<file path="src/rtl/cea_scan_pkg.sv">
package cea_scan_pkg;

  typedef enum logic [2:0] {
    S_IDLE,
    S_TAG,
    S_END,
    S_HDR,
    S_ID,
    S_AUD
  } scan_state_t;

  // header byte: tag in the top three bits, payload length in the low five
  function automatic logic [2:0] hdr_tag(input logic [7:0] b);
    return b[7:5];
  endfunction

  function automatic logic [4:0] hdr_len(input logic [7:0] b);
    return b[4:0];
  endfunction

  // position of the header that follows a block
  function automatic int next_hdr(input int pos, input int len);
    return pos + 1 + len;
  endfunction

  // end offset limited to the buffer size
  function automatic int clamp_end(input int raw, input int lim);
    return (raw > lim) ? lim : raw;
  endfunction

endpackage

</file>
<file path="src/rtl/cea_hdr_decode.sv">
module cea_hdr_decode
  import cea_scan_pkg::*;
#(
  parameter int PW           = 9,
  parameter int VSDB_TAG     = 3,
  parameter int MIN_VSDB_LEN = 5
) (
  input  logic [7:0]    hdr_byte,
  input  logic [PW-1:0] pos,
  input  logic [PW-1:0] end_ofs,
  output logic [4:0]    len,
  output logic          cand,
  output logic          overrun,
  output logic [PW-1:0] nxt
);
  logic [2:0] tag;

  always_comb begin
    tag     = hdr_tag(hdr_byte);
    len     = hdr_len(hdr_byte);
    nxt     = PW'(next_hdr(int'(pos), int'(len)));
    cand    = (int'(tag) == VSDB_TAG) && (int'(len) >= MIN_VSDB_LEN);
    overrun = nxt > end_ofs;
  end
endmodule

</file>
<file path="src/rtl/cea_id_match.sv">
module cea_id_match #(
  parameter int              ID_LEN = 3,
  parameter logic [ID_LEN*8-1:0] ID_SEQ = 24'h000C03,
  localparam int             IW     = (ID_LEN > 1) ? $clog2(ID_LEN) : 1
) (
  input  logic [IW-1:0] idx,
  input  logic [7:0]    data,
  output logic          match
);
  logic [7:0] expect_b [2**IW];

  for (genvar i = 0; i < 2**IW; i++) begin : g_tab
    if (i < ID_LEN) begin : g_used
      assign expect_b[i] = ID_SEQ[i*8 +: 8];
    end else begin : g_spare
      assign expect_b[i] = 8'h00;
    end
  end

  assign match = (data == expect_b[idx]);
endmodule

</file>
<file path="src/rtl/cea_vsdb_scan.sv">
module cea_vsdb_scan
  import cea_scan_pkg::*;
#(
  parameter int BLK_BYTES    = 128,
  parameter int EXT_TAG      = 2,
  parameter int END_BYTE     = 2,
  parameter int FLAG_BYTE    = 3,
  parameter int AUD_BIT      = 6,
  parameter int FIRST_HDR    = 4,
  parameter int VSDB_TAG     = 3,
  parameter int MIN_VSDB_LEN = 5,
  parameter int ID_LEN       = 3,
  parameter logic [ID_LEN*8-1:0] ID_SEQ = 24'h000C03,
  localparam int AW = $clog2(BLK_BYTES),
  localparam int PW = AW + 2,
  localparam int IW = (ID_LEN > 1) ? $clog2(ID_LEN) : 1
) (
  input  logic          clk,
  input  logic          rst_n,
  input  logic          start,
  output logic [AW-1:0] rd_addr,
  input  logic [7:0]    rd_data,
  output logic          busy,
  output logic          done,
  output logic          hdmi_found,
  output logic          audio_supported
);
  scan_state_t   state, st_n;
  logic [PW-1:0] ptr, ptr_n, end_q, end_n;
  logic [4:0]    len_q, len_n;
  logic [IW-1:0] idx, idx_n;
  logic [PW-1:0] step_cnt;

  // named internal events
  logic          scan_finish;
  logic          vsdb_hit;
  logic          hdr_step;
  logic          start_ok;

  logic [4:0]    hd_len;
  logic          hd_cand, hd_overrun;
  logic [PW-1:0] hd_next, skip_next;
  logic          id_ok;

  cea_hdr_decode #(
    .PW(PW), .VSDB_TAG(VSDB_TAG), .MIN_VSDB_LEN(MIN_VSDB_LEN)
  ) u_hdr (
    .hdr_byte(rd_data), .pos(ptr), .end_ofs(end_q),
    .len(hd_len), .cand(hd_cand), .overrun(hd_overrun), .nxt(hd_next)
  );

  cea_id_match #(.ID_LEN(ID_LEN), .ID_SEQ(ID_SEQ)) u_id (
    .idx(idx), .data(rd_data), .match(id_ok)
  );

  assign busy      = (state != S_IDLE);
  assign start_ok  = (state == S_IDLE) && start;
  assign hdr_step  = (state == S_HDR);
  assign skip_next = PW'(next_hdr(int'(ptr), int'(len_q)));

  always_comb begin
    case (state)
      S_END:   rd_addr = AW'(END_BYTE);
      S_HDR:   rd_addr = ptr[AW-1:0];
      S_ID:    rd_addr = AW'(int'(ptr) + 1 + int'(idx));
      S_AUD:   rd_addr = AW'(FLAG_BYTE);
      default: rd_addr = '0;
    endcase
  end

  always_comb begin
    st_n        = state;
    ptr_n       = ptr;
    end_n       = end_q;
    len_n       = len_q;
    idx_n       = idx;
    scan_finish = 1'b0;
    vsdb_hit    = 1'b0;
    case (state)
      S_IDLE: if (start) st_n = S_TAG;
      S_TAG: begin
        if (int'(rd_data) == EXT_TAG) st_n = S_END;
        else scan_finish = 1'b1;
      end
      S_END: begin
        end_n = PW'(clamp_end(int'(rd_data), BLK_BYTES));
        ptr_n = PW'(FIRST_HDR);
        if (clamp_end(int'(rd_data), BLK_BYTES) <= FIRST_HDR) scan_finish = 1'b1;
        else st_n = S_HDR;
      end
      S_HDR: begin
        len_n = hd_len;
        idx_n = '0;
        if (hd_overrun) scan_finish = 1'b1;
        else if (hd_cand) st_n = S_ID;
        else begin
          ptr_n = hd_next;
          if (hd_next >= end_q) scan_finish = 1'b1;
        end
      end
      S_ID: begin
        if (id_ok) begin
          if (int'(idx) == ID_LEN - 1) st_n = S_AUD;
          else idx_n = idx + 1'b1;
        end else begin
          ptr_n = skip_next;
          if (skip_next >= end_q) scan_finish = 1'b1;
          else st_n = S_HDR;
        end
      end
      S_AUD: begin
        scan_finish = 1'b1;
        vsdb_hit    = 1'b1;
      end
      default: st_n = S_IDLE;
    endcase
    if (scan_finish) st_n = S_IDLE;
  end

  always_ff @(posedge clk) begin
    if (!rst_n) begin
      state           <= S_IDLE;
      ptr             <= '0;
      end_q           <= '0;
      len_q           <= '0;
      idx             <= '0;
      done            <= 1'b0;
      hdmi_found      <= 1'b0;
      audio_supported <= 1'b0;
      step_cnt        <= '0;
    end else begin
      state <= st_n;
      ptr   <= ptr_n;
      end_q <= end_n;
      len_q <= len_n;
      idx   <= idx_n;
      done  <= scan_finish;
      if (start_ok) begin
        hdmi_found      <= 1'b0;
        audio_supported <= 1'b0;
        step_cnt        <= '0;
      end else if (hdr_step) begin
        step_cnt <= step_cnt + 1'b1;
      end
      if (vsdb_hit) begin
        hdmi_found      <= 1'b1;
        audio_supported <= rd_data[AUD_BIT];
      end
    end
  end

  // done lasts one cycle and leaves the scanner idle
  a_r8_done_single: assert property (@(posedge clk) disable iff (!rst_n)
    done |=> !done);
  a_r8_done_idle: assert property (@(posedge clk) disable iff (!rst_n)
    done |-> !busy);
  // audio is reported only together with a match
  a_r6_audio_needs_found: assert property (@(posedge clk) disable iff (!rst_n)
    audio_supported |-> hdmi_found);
  // results hold while idle and no start arrives
  a_r7_hold: assert property (@(posedge clk) disable iff (!rst_n)
    (!busy && !start) |=> ($stable(hdmi_found) && $stable(audio_supported)));
  // every header read lies inside the collection
  a_r5_hdr_in_range: assert property (@(posedge clk) disable iff (!rst_n)
    hdr_step |-> (ptr < end_q));
  // header steps per scan stay within the buffer size
  a_r9_step_bound: assert property (@(posedge clk) disable iff (!rst_n)
    int'(step_cnt) <= BLK_BYTES);
endmodule

</file>
<file path="config.mk">
export PLATFORM = sky130hd
export DESIGN_NAME = cea_vsdb_scan
export DESIGN_NICKNAME = d
export VERILOG_FILES = /design/src/rtl/cea_scan_pkg.sv /design/src/rtl/cea_hdr_decode.sv /design/src/rtl/cea_id_match.sv /design/src/rtl/cea_vsdb_scan.sv
export SDC_FILE = /design/constraint.sdc
export NUM_CORES = 1
export LEC_CHECK = 0
export BUFFER_PORTS_ARGS = -buffer_cell sky130_fd_sc_hd__buf_2
export CAP_MARGIN = 0
export CELL_PAD_IN_SITES_DETAIL_PLACEMENT = 1
export CELL_PAD_IN_SITES_GLOBAL_PLACEMENT = 1
export CORE_ASPECT_RATIO = 0.6
export CORE_MARGIN = 1.5
export CORE_UTILIZATION = 46
export CTS_CLUSTER_SIZE = 25
export DETAILED_ROUTE_END_ITERATION = 10
export GPL_TIMING_DRIVEN = 0
export PLACE_DENSITY = 0.92
export REMOVE_ABC_BUFFERS = 1
export SYNTH_ARGS = -nofsm -noshare
export SYNTH_HDL_FRONTEND = slang
export SYNTH_HIERARCHICAL = 1
export SYNTH_SLANG_ARGS = --single-unit
</file>
<file path="constraint.sdc">
create_clock -name clk -period 4.8 [get_ports clk]
set_clock_uncertainty 0.05 [all_clocks]
set_input_delay 0.24 -clock clk [delete_from_list [all_inputs] [get_ports clk]]
set_output_delay 0.24 -clock clk [all_outputs]
set_load 0.02 [all_outputs]
</file>
==> results of run 1 <==
[logic make-up after synthesis]
family          after synthesis
simple gates                144
xor+xnor                     15
fa+ha+maj                    43
flops                        30
compound gates              119
buf+inv                      65
other cells                   1
mux                           2
[critical path: stages (launching register included)]
cell and delay (ps):
dfxtp_1 480, inv_1 120, ha_1 240, fa_1 460, nor2b_4 150, o31a_1 190
o21ai_1 110, xnor2_2 280, ha_1 300, a211oi_1 250, nor2_1 80, a2111oi_0 370
a21oi_1 160, or2b_1 180, a21oi_1 100, a21oi_4 230, o221ai_2 190, a21o_2 250
a21oi_1 140, nor2_1 60
[metal layers]
| metal | global-route usage | part of all wire | vias to the layer above |
|---|---|---|---|
| li1 | - | - | 1518 |
| met2 | 0.5386 | 0.47 | 81 |
| met3 | 0.05476 | 0.060 | 6 |
| met1 | 0.3683 | 0.46 | 1571 |
| met4 | 0.05609 | 0.0062 | 0 |
| met5 | 0 | 0 | - |
[final timing paths]
path	from	to	slack (ps)	cells past startpoint
setup / recovery	ptr[0]	state[2]	290	19
hold / removal	rd_data[5]	end_q[5]	260	3
setup reg to reg	ptr[0]	state[2]	290	19
hold reg to reg	len_q[0]	len_q[0]	430	2
[final cells by class]
cell class	count	area [um2]
fill	848	3241
timing repair buffer	23	120.1
tap	87	108.9
sequential	30	600.6
multi-input combinational	324	2342
clock buffer	6	138.9
inverter	41	153.9
[cells in the final DEF (no fill, tap or decap), types with 4 or more instances in the layout]
cell type,synthesis,routed
buf_2,0,21
a211oi_1,5,5
o21ai_0,30,29
a21oi_1,28,27
nor2b_1,9,9
nand2_1,33,33
nor3b_1,11,11
nor3_1,9,9
inv_1,41,41
nor2_1,25,25
a21boi_0,7,7
and2_1,5,5
xnor2_1,12,10
or3_1,5,5
ha_1,40,40
and3_1,4,4
dfxtp_1,30,30
nand4_1,7,7
clkbuf_16,0,5
o21a_1,4,4
nand3_1,15,15
[sequential cells by signal, summed over array words and instances, names as in the netlist]
name,flops
ptr,9
end_q,8
len_q,5
state,3
idx,2
audio_supported,1
done,1
hdmi_found,1
[repair_timing]
action / in CTS / in global routing
endpoints found under the setup margin: 0 / 11
gates resized for setup: 0 / 5
endpoints found under the hold margin: 0 / 0
setup buffers: 0 / 2
[report_power, final]
| part | switching [mW] | internal [mW] | leakage (nW) |
|---|---|---|---|
| registers | 0.104 | 0.292 | 0.243 |
| logic | 0.616 | 0.392 | 1.12 |
| clock network | 0.103 | 0.200 | 0.0688 |
| total | 0.824 | 0.883 | 1.43 |
==> summary.txt, run 1 <==
Vias in the first global route = 3,342
Mapped Area = 0.003216 mm2
Least-Margin Pin Slew = 700.4 ps
Max FO, Critical Path = 7
Commonest cells in the netlist = 41 x inv_1, 40 x ha_1, 33 x nand2_1
Worst hold path type = in -> reg
Status = completed
CORE AREA = 0.006705 mm2
I/O Pins = 22
Antenna violations before repair = 0
Worst setup margin = 287.3 ps
H-tree level count = 2
Crit Path Category = reg -> reg
Yosys warns = 6
Post-synth EDFFs = 0
DRT Pass-1 Iters = 4
Async set-reset flop share out of synthesis = 0
PD cells = 492.6 mW/mm2
Post-route setup TNS = 0 ps
CTS clk-pin slew, worst paths = 50 ps
Min Hold Slack = 256.9 ps
Largest family of logic cells by synthesized area = compound AO/OA/AOI/OAI gates
Maximum VDD drop = 0.1980 mV
XOR/XNOR Fraction of Synth Area = 0.04086
Worst skew pair latency = 270 ps
Most frequent cell after synthesis = inv_1
Final hold vios = 0
Die span in x = 110.9 um
CTS tree = yes
WL per Instance = 20.51 um
PortBufs = 21
Fin crit share = 0.9401
Hold_buf cts = 0
CTS sink cnt = 30
Initial drt markers = 228
Core Util, Final = 0.5167
Multiplexer share of the synthesized area = 0.006615
Sequential share of the synthesized area = 0.1868
Commonest register cell after synthesis = dfxtp_1
N_diodes = 0
Final setup viols = 0
DP Cell Count = 503
First-pass GRT wire length = 17.13 mm
Maximum clock path buffer count = 2
Layout Cells excl Fill = 511
Height of the chip = 67.77 um
Max Fclk = 221.6 MHz
DRC = 0
DP Worst Slack = 213.8 ps
Leakage = 1.427 nW
Slew HR = 0.5331
Startpoint Class = flop
TritonCTS Buffers = 5
Final net count = 479
Max cap viols = 0
Syn Area/Cell = 7.674 um2
Area contributors post-synth = dfxtp_1 19%, ha_1 16%, inv_1 4.8%
Root buffer cell = clkbuf_16
Largest net degree at the start of global routing = 32
Vias = 3,176
Total GRT Usage = 0.2933
Pwr Total = 1.707 mW
Dpl cell area = 0.003291 mm2
Critical path required time = 4910 ps
Synthesis-stage register bit count = 30
Post-synthesis simple-gate area fraction = 0.2455
Share of cells above drive strength 1 = 0.1203
Distinct cells, synth = 70
Vias per cell = 6.215
Synth Area in Compound Gates = 0.2537
Initial Util = 0.4796
Area share of fa/ha/maj cells after synthesis = 0.1743
Routed WL = 10.48 mm
Post-Syn Instances = 419
Minimum clock period = 4513 ps
Layout area overhead = 7.743%
Setup crit end kind = flop
Synth top area share = 0.1868
DRT antenna net count = 0
RePlAce Congestion = 0.9272
Leading area contributor after synthesis = dfxtp_1
Site Rows = 23
Die area = 0.007518 mm2
Total grt overflow = 0
Final max-slew violation count = 0
HPWL Detailed = 7.927 mm
Design area = 0.003465 mm2
Worst path arrival time = 4630 ps
(Power assumes the default switching activity.)
==> run 2, diff against run 1 <==
CORE_MARGIN = 2   (was 1.5)
==> run 2 against run 1 <==
  * First-iteration DRC count down 11%
  * Final cell count stayed put
  * Register-to-register slack hardly changed
  * Routed wire length is 2.3% higher
  * Setup slack got worse by 11 ps
  * Sequential share of layout area down 0.081 points
  * Non-clock buffer count unchanged
  * Flip-flop and latch count stayed put
==> summary.txt, run 2 (synthesis results as in run 1) <==
Internal power = 885.3 uW
Maximum clock path buffer count = 2
Max Fclk = 221.1 MHz
Share of cells above drive strength 1 = 0.1250
N_diodes = 0
Metal3 WL = 603 um
Minimum clock period = 4524 ps
Area of the multi-input gates = 0.002359 mm2
Worst path arrival time = 4640 ps
TritonCTS Buffers = 5
Final net count = 479
Worst skew pair latency = 270 ps
Worst setup margin = 276.4 ps
Total grt overflow = 0
Highest metal used = met4
Clock share of power = 0.180
Root buffer cell = clkbuf_16
DRT Pass-1 Iters = 5
Height of the chip = 68.77 um
WL per Instance = 20.99 um
Initial Util = 0.4775
Antenna violations before repair = 0
DRC = 0
Vias = 3,213
Slew HR = 0.5505
RSZ-0062 raised after global routing = no
RePlAce Congestion = 0.8864
Maximum VDD drop = 0.1930 mV
H-tree level count = 2
Largest net degree at the start of global routing = 32
Design area = 0.003481 mm2
Hold Path Depth = 3
Final setup viols = 0
Most frequent cells in the layout = 41 x inv_1, 40 x ha_1, 33 x nand2_1, 30 x o21ai_0, 30 x dfxtp_1
Vias in the first global route = 3,426
Total GRT Usage = 0.2942
Top reg by flops = ptr
Max FO, Critical Path = 7
Hold_buf cts = 0
Most common cell after layout, fill and taps aside = inv_1
Layout area overhead = 8.249%
CTS clk-pin slew, worst paths = 50 ps
Sw Share = 0.4840
Sequential share of power = 0.235
DP Worst Slack = 183.5 ps
Crit Path Category = reg -> reg
CTS tree = yes
I/O Pins = 22
Final max-slew violation count = 0
Die span in x = 111.9 um
Least-Margin Pin Slew = 670.3 ps
Leakage = 1.436 nW
Worst r2r path cells = 19
Routed WL = 10.73 mm
PortBufs = 21
Combinational power share = 0.586
Flip-flop and latch area = 600.6 um2
Die area = 0.007698 mm2
First-pass GRT wire length = 17.47 mm
HPWL Detailed = 8.081 mm
Startpoint Class = flop
Status = completed
Fill count = 880
Worst hold path type = in -> reg
Net switching power = 830.3 uW
Fin crit share = 0.9424
Setup crit end kind = flop
CP Launch Point = ptr[0]
Hold Path Sink = end_q[5]
CTS sink cnt = 30
Post-route setup TNS = 0 ps
PD cells = 492.9 mW/mm2
Dpl cell area = 0.003291 mm2
Largest regs = ptr x9, end_q x8, len_q x5
Vias per cell = 6.288
Met2 WL = 5.002 mm
FF-to-FF setup slack = 280 ps
Max FFs per register = 9
CORE AREA = 0.006734 mm2
Critical path required time = 4920 ps
Hold Path Origin = rd_data[5]
Max cap viols = 0
Wire length on met1 = 4.928 mm
Worst R2R Start = ptr[0]
DRT antenna net count = 0
Initial drt markers = 203
Site Rows = 23
Reg2reg end = state[2]
Final hold vios = 0
-- run 2: layout make-up --
type / instances / area share
clock buffers: 6 / 0.03990
inverters: 41 / 0.04421
multi-input cells: 324 / 0.6776
flip-flops and latches: 30 / 0.1725
well taps: 87 / 0.03127
repair buffers: 23 / 0.03451
-- run 2: repair_timing --
item,CTS,global route
gates resized for setup,0,7
setup endpoints to repair,0,13
buffers inserted,0,2
-- run 2: power by group through the flow --
| stage | clock network (mW) | logic, mW | registers (mW) |
|---|---|---|---|
| after global placement | 0 | 0.868 | 0.392 |
| after global routing | 0.325 | 1.12 | 0.413 |
| after CTS | 0.310 | 0.966 | 0.398 |
| after floorplan | 0 | 0.683 | 0.363 |
| after detailed placement | 0 | 0.950 | 0.400 |
| final | 0.309 | 1.00 | 0.402 |
-- run 2: worst max path at each step --
stage,end,slack (ps)
2_1_floorplan,state[2],1050
3_3_place_gp,state[2],330
3_5_place_dp,state[2],180
4_1_cts,state[2],110
5_1_grt,state[1],10
6_report,state[2],280
-- run 2: critical path: stages (launching register included) --
cell       delay (ps)
dfxtp_1           490
inv_1             120
ha_1              240
fa_1              450
nor2b_4           140
o31a_1            180
o21ai_1           110
xnor2_2           290
ha_1              300
a211oi_1          230
nor2_1             80
a2111oi_1         390
a21oi_1           160
or2b_1            180
a21oi_1           100
a21oi_4           240
o221ai_2          200
a21o_2            260
a21oi_1           150
nor2_1             60
-- run 2: metal layers --
metal / vias up / track usage
met4: 0 / 0.1021
li1: 1515 / -
met2: 100 / 0.5197
met5: - / 0
met3: 23 / 0.06031
met1: 1575 / 0.3681
-- run 2: through the flow --
step / power, mW / std cells / util / hold slack, ps
final: 1.716 / 511 / 0.5169 / 272.0
after global routing: 1.854 / 511 / 0.5169 / 291.8
after CTS: 1.675 / 509 / 0.5093 / 269.7
after detailed placement: 1.350 / 503 / 0.4887 / 428.2
after global placement: 1.260 / 503 / 0.4887 / 401.6
after floorplan: 1.046 / 395 / - / 311.7
==> run 3, diff against run 2 <==
CORE_ASPECT_RATIO = 1.5   (was 0.6)
==> run 3 against run 2 <==
  * Sequential share of layout area up 0.47 points
  * Fmax grew 0.49%
  * Non-clock buffer count is 2 lower
  * Total power fell by 8.5%
  * Hold slack got worse by 43 ps
  * First-iteration DRC count decreased by 52%
  * Via count fell by 1.9%
  * Global-route usage down 2.1 points
  * Critical path depth down 2
  * Critical endpoint is now ptr[7]
==> summary.txt, run 3 (synthesis results as in run 1) <==
Status = completed
Initial drt markers = 97
Initial Util = 0.4725
Max FFs per register = 9
Core Util, Final = 0.4979
Worst path arrival time = 4680 ps
Fin crit share = 0.9378
N_diodes = 0
Slew HR = 0.5421
Height of the chip = 106.4 um
PortBufs = 21
H-tree level count = 2
Most common cell after layout, fill and taps aside = inv_1
CP peak stage delay = 450 ps
Share of cells above drive strength 1 = 0.1161
Least-Margin Pin Slew = 686.9 ps
Hold_buf cts = 0
Minimum clock period = 4502 ps
TritonCTS Buffers = 5
Worst Setup EP = ptr[7]
Vias per cell = 6.304
Max Fclk = 222.1 MHz
Final setup viols = 0
Die area = 0.007689 mm2
Worst hold path type = in -> reg
Slowest CP cell = dfxtp_1
Reg2reg end = ptr[7]
CTS tree = yes
Total GRT Usage = 0.2730
PD cells = 463.4 mW/mm2
CTS clk-pin slew, worst paths = 70 ps
Routed WL = 10.01 mm
Antenna violations before repair = 0
Root buffer cell = clkbuf_8
Leakage = 1.391 nW
Largest net degree at the start of global routing = 32
FF-to-FF setup slack = 300 ps
Worst path bufs/invs = 2
Most frequent cells in the layout = 41 x inv_1, 40 x ha_1, 33 x nand2_1, 30 x o21ai_0, 30 x dfxtp_1
Site Rows = 37
Final max-slew violation count = 0
Maximum clock path buffer count = 2
RePlAce Congestion = 0.8143
Setup crit end kind = flop
RSZ-0062 raised after global routing = no
Startpoint Class = flop
Total grt overflow = 0
HPWL Detailed = 7.597 mm
Vias = 3,152
Critical path required time = 4970 ps
Cell-by-cell trace of the critical path = inv_1, ha_1, fa_1, nor2b_4, o31a_1, o2111ai_2, xnor2_1, ha_1, nand4_1, inv_1, a2111oi_0, a21oi_1, o21ai_0, a21o_1, nand4b_1, mux2_2, nand3_1
Final hold vios = 0
Maximum VDD drop = 0.2189 mV
Largest regs = ptr x9, end_q x8, len_q x5
Post-route setup TNS = 0 ps
Worst path top cell family by delay = compound AO/OA/AOI/OAI gates
Layout area overhead = 5.370%
WL per Instance = 20.02 um
Vias in the first global route = 3,349
CP Launch Point = ptr[0]
Top reg by flops = ptr
CORE AREA = 0.006805 mm2
Final net count = 477
I/O Pins = 22
DRT Pass-1 Iters = 4
First-pass GRT wire length = 16.28 mm
Hold Path Depth = 3
Crit Path Category = reg -> reg
Max FO, Critical Path = 13
Worst skew pair latency = 290 ps
CTS sink cnt = 30
DRC = 0
Worst r2r path cells = 17
Max cap viols = 0
Die span in x = 72.27 um
DRT antenna net count = 0
Worst path depth = 17
Worst R2R Start = ptr[0]
-- run 3: cell types whose count changed in the layout (fill, tap and decap cells not counted), sizes merged --
cell and change:
buf -2
-- run 3: timing repair --
item,in CTS,in global routing
endpoints found under the setup margin,0,5
gates resized for setup,0,4
setup buffers,0,0
-- run 3: how the worst min path moves through the flow --
stage	start	slack, ps	to
floorplan	rst_n	310	idx[0]
global placement	audio_supported	400	audio_supported
detailed placement	len_q[0]	420	len_q[0]
CTS	rd_data[5]	230	end_q[5]
global route	rd_data[5]	240	end_q[5]
finish	rd_data[5]	230	end_q[5]
-- run 3: stage by stage --
| stage | cells | hold slack (ps) | setup WS [ps] | power [mW] | cell area (um2) |
|---|---|---|---|---|---|
| finish | 500 | 228.8 | 298.4 | 1.570 | 3388 |
| global route | 500 | 242.9 | 20.75 | 1.697 | 3388 |
| CTS | 500 | 227.5 | 277.6 | 1.551 | 3362 |
| detailed placement | 494 | 421.9 | 298.7 | 1.339 | 3279 |
| global placement | 494 | 403.3 | 430.5 | 1.252 | 3279 |
| floorplan | 395 | 311.7 | 1046 | 1.046 | 3077 |
-- run 3: cell type report --
type | count | area, um2
sequential | 30 | 600.6
clock buffer | 6 | 82.58
fill | 874 | 3417
inverter | 41 | 153.9
tap | 78 | 97.59
multi-input combinational | 324 | 2349
timing repair buffer | 21 | 105.1
-- run 3: worst min-delay path, delay by kind of cell --
family                 cells  cell delay, ps
AO/OA/AOI/OAI              1              70
AND/OR/NAND/NOR            1             100
buffers and inverters      1             110
-- run 3: power by group --
| group | internal (mW) | switching, mW | leakage (nW) |
|---|---|---|---|
| clock network | 0.110 | 0.0974 | 0.0431 |
| registers | 0.291 | 0.0993 | 0.243 |
| logic | 0.383 | 0.589 | 1.10 |
-- run 3: layer usage --
| metal | up-vias | track usage | part of all wire | wire (um) |
|---|---|---|---|---|
| met3 | 29 | 0.03507 | 0.036 | 360 |
| met1 | 1541 | 0.2805 | 0.38 | 3762 |
| met4 | 0 | 0.1631 | 0.043 | 428 |
| met5 | - | 0 | 0 | 0 |
| li1 | 1506 | - | - | - |
| met2 | 76 | 0.5066 | 0.55 | 5457 |
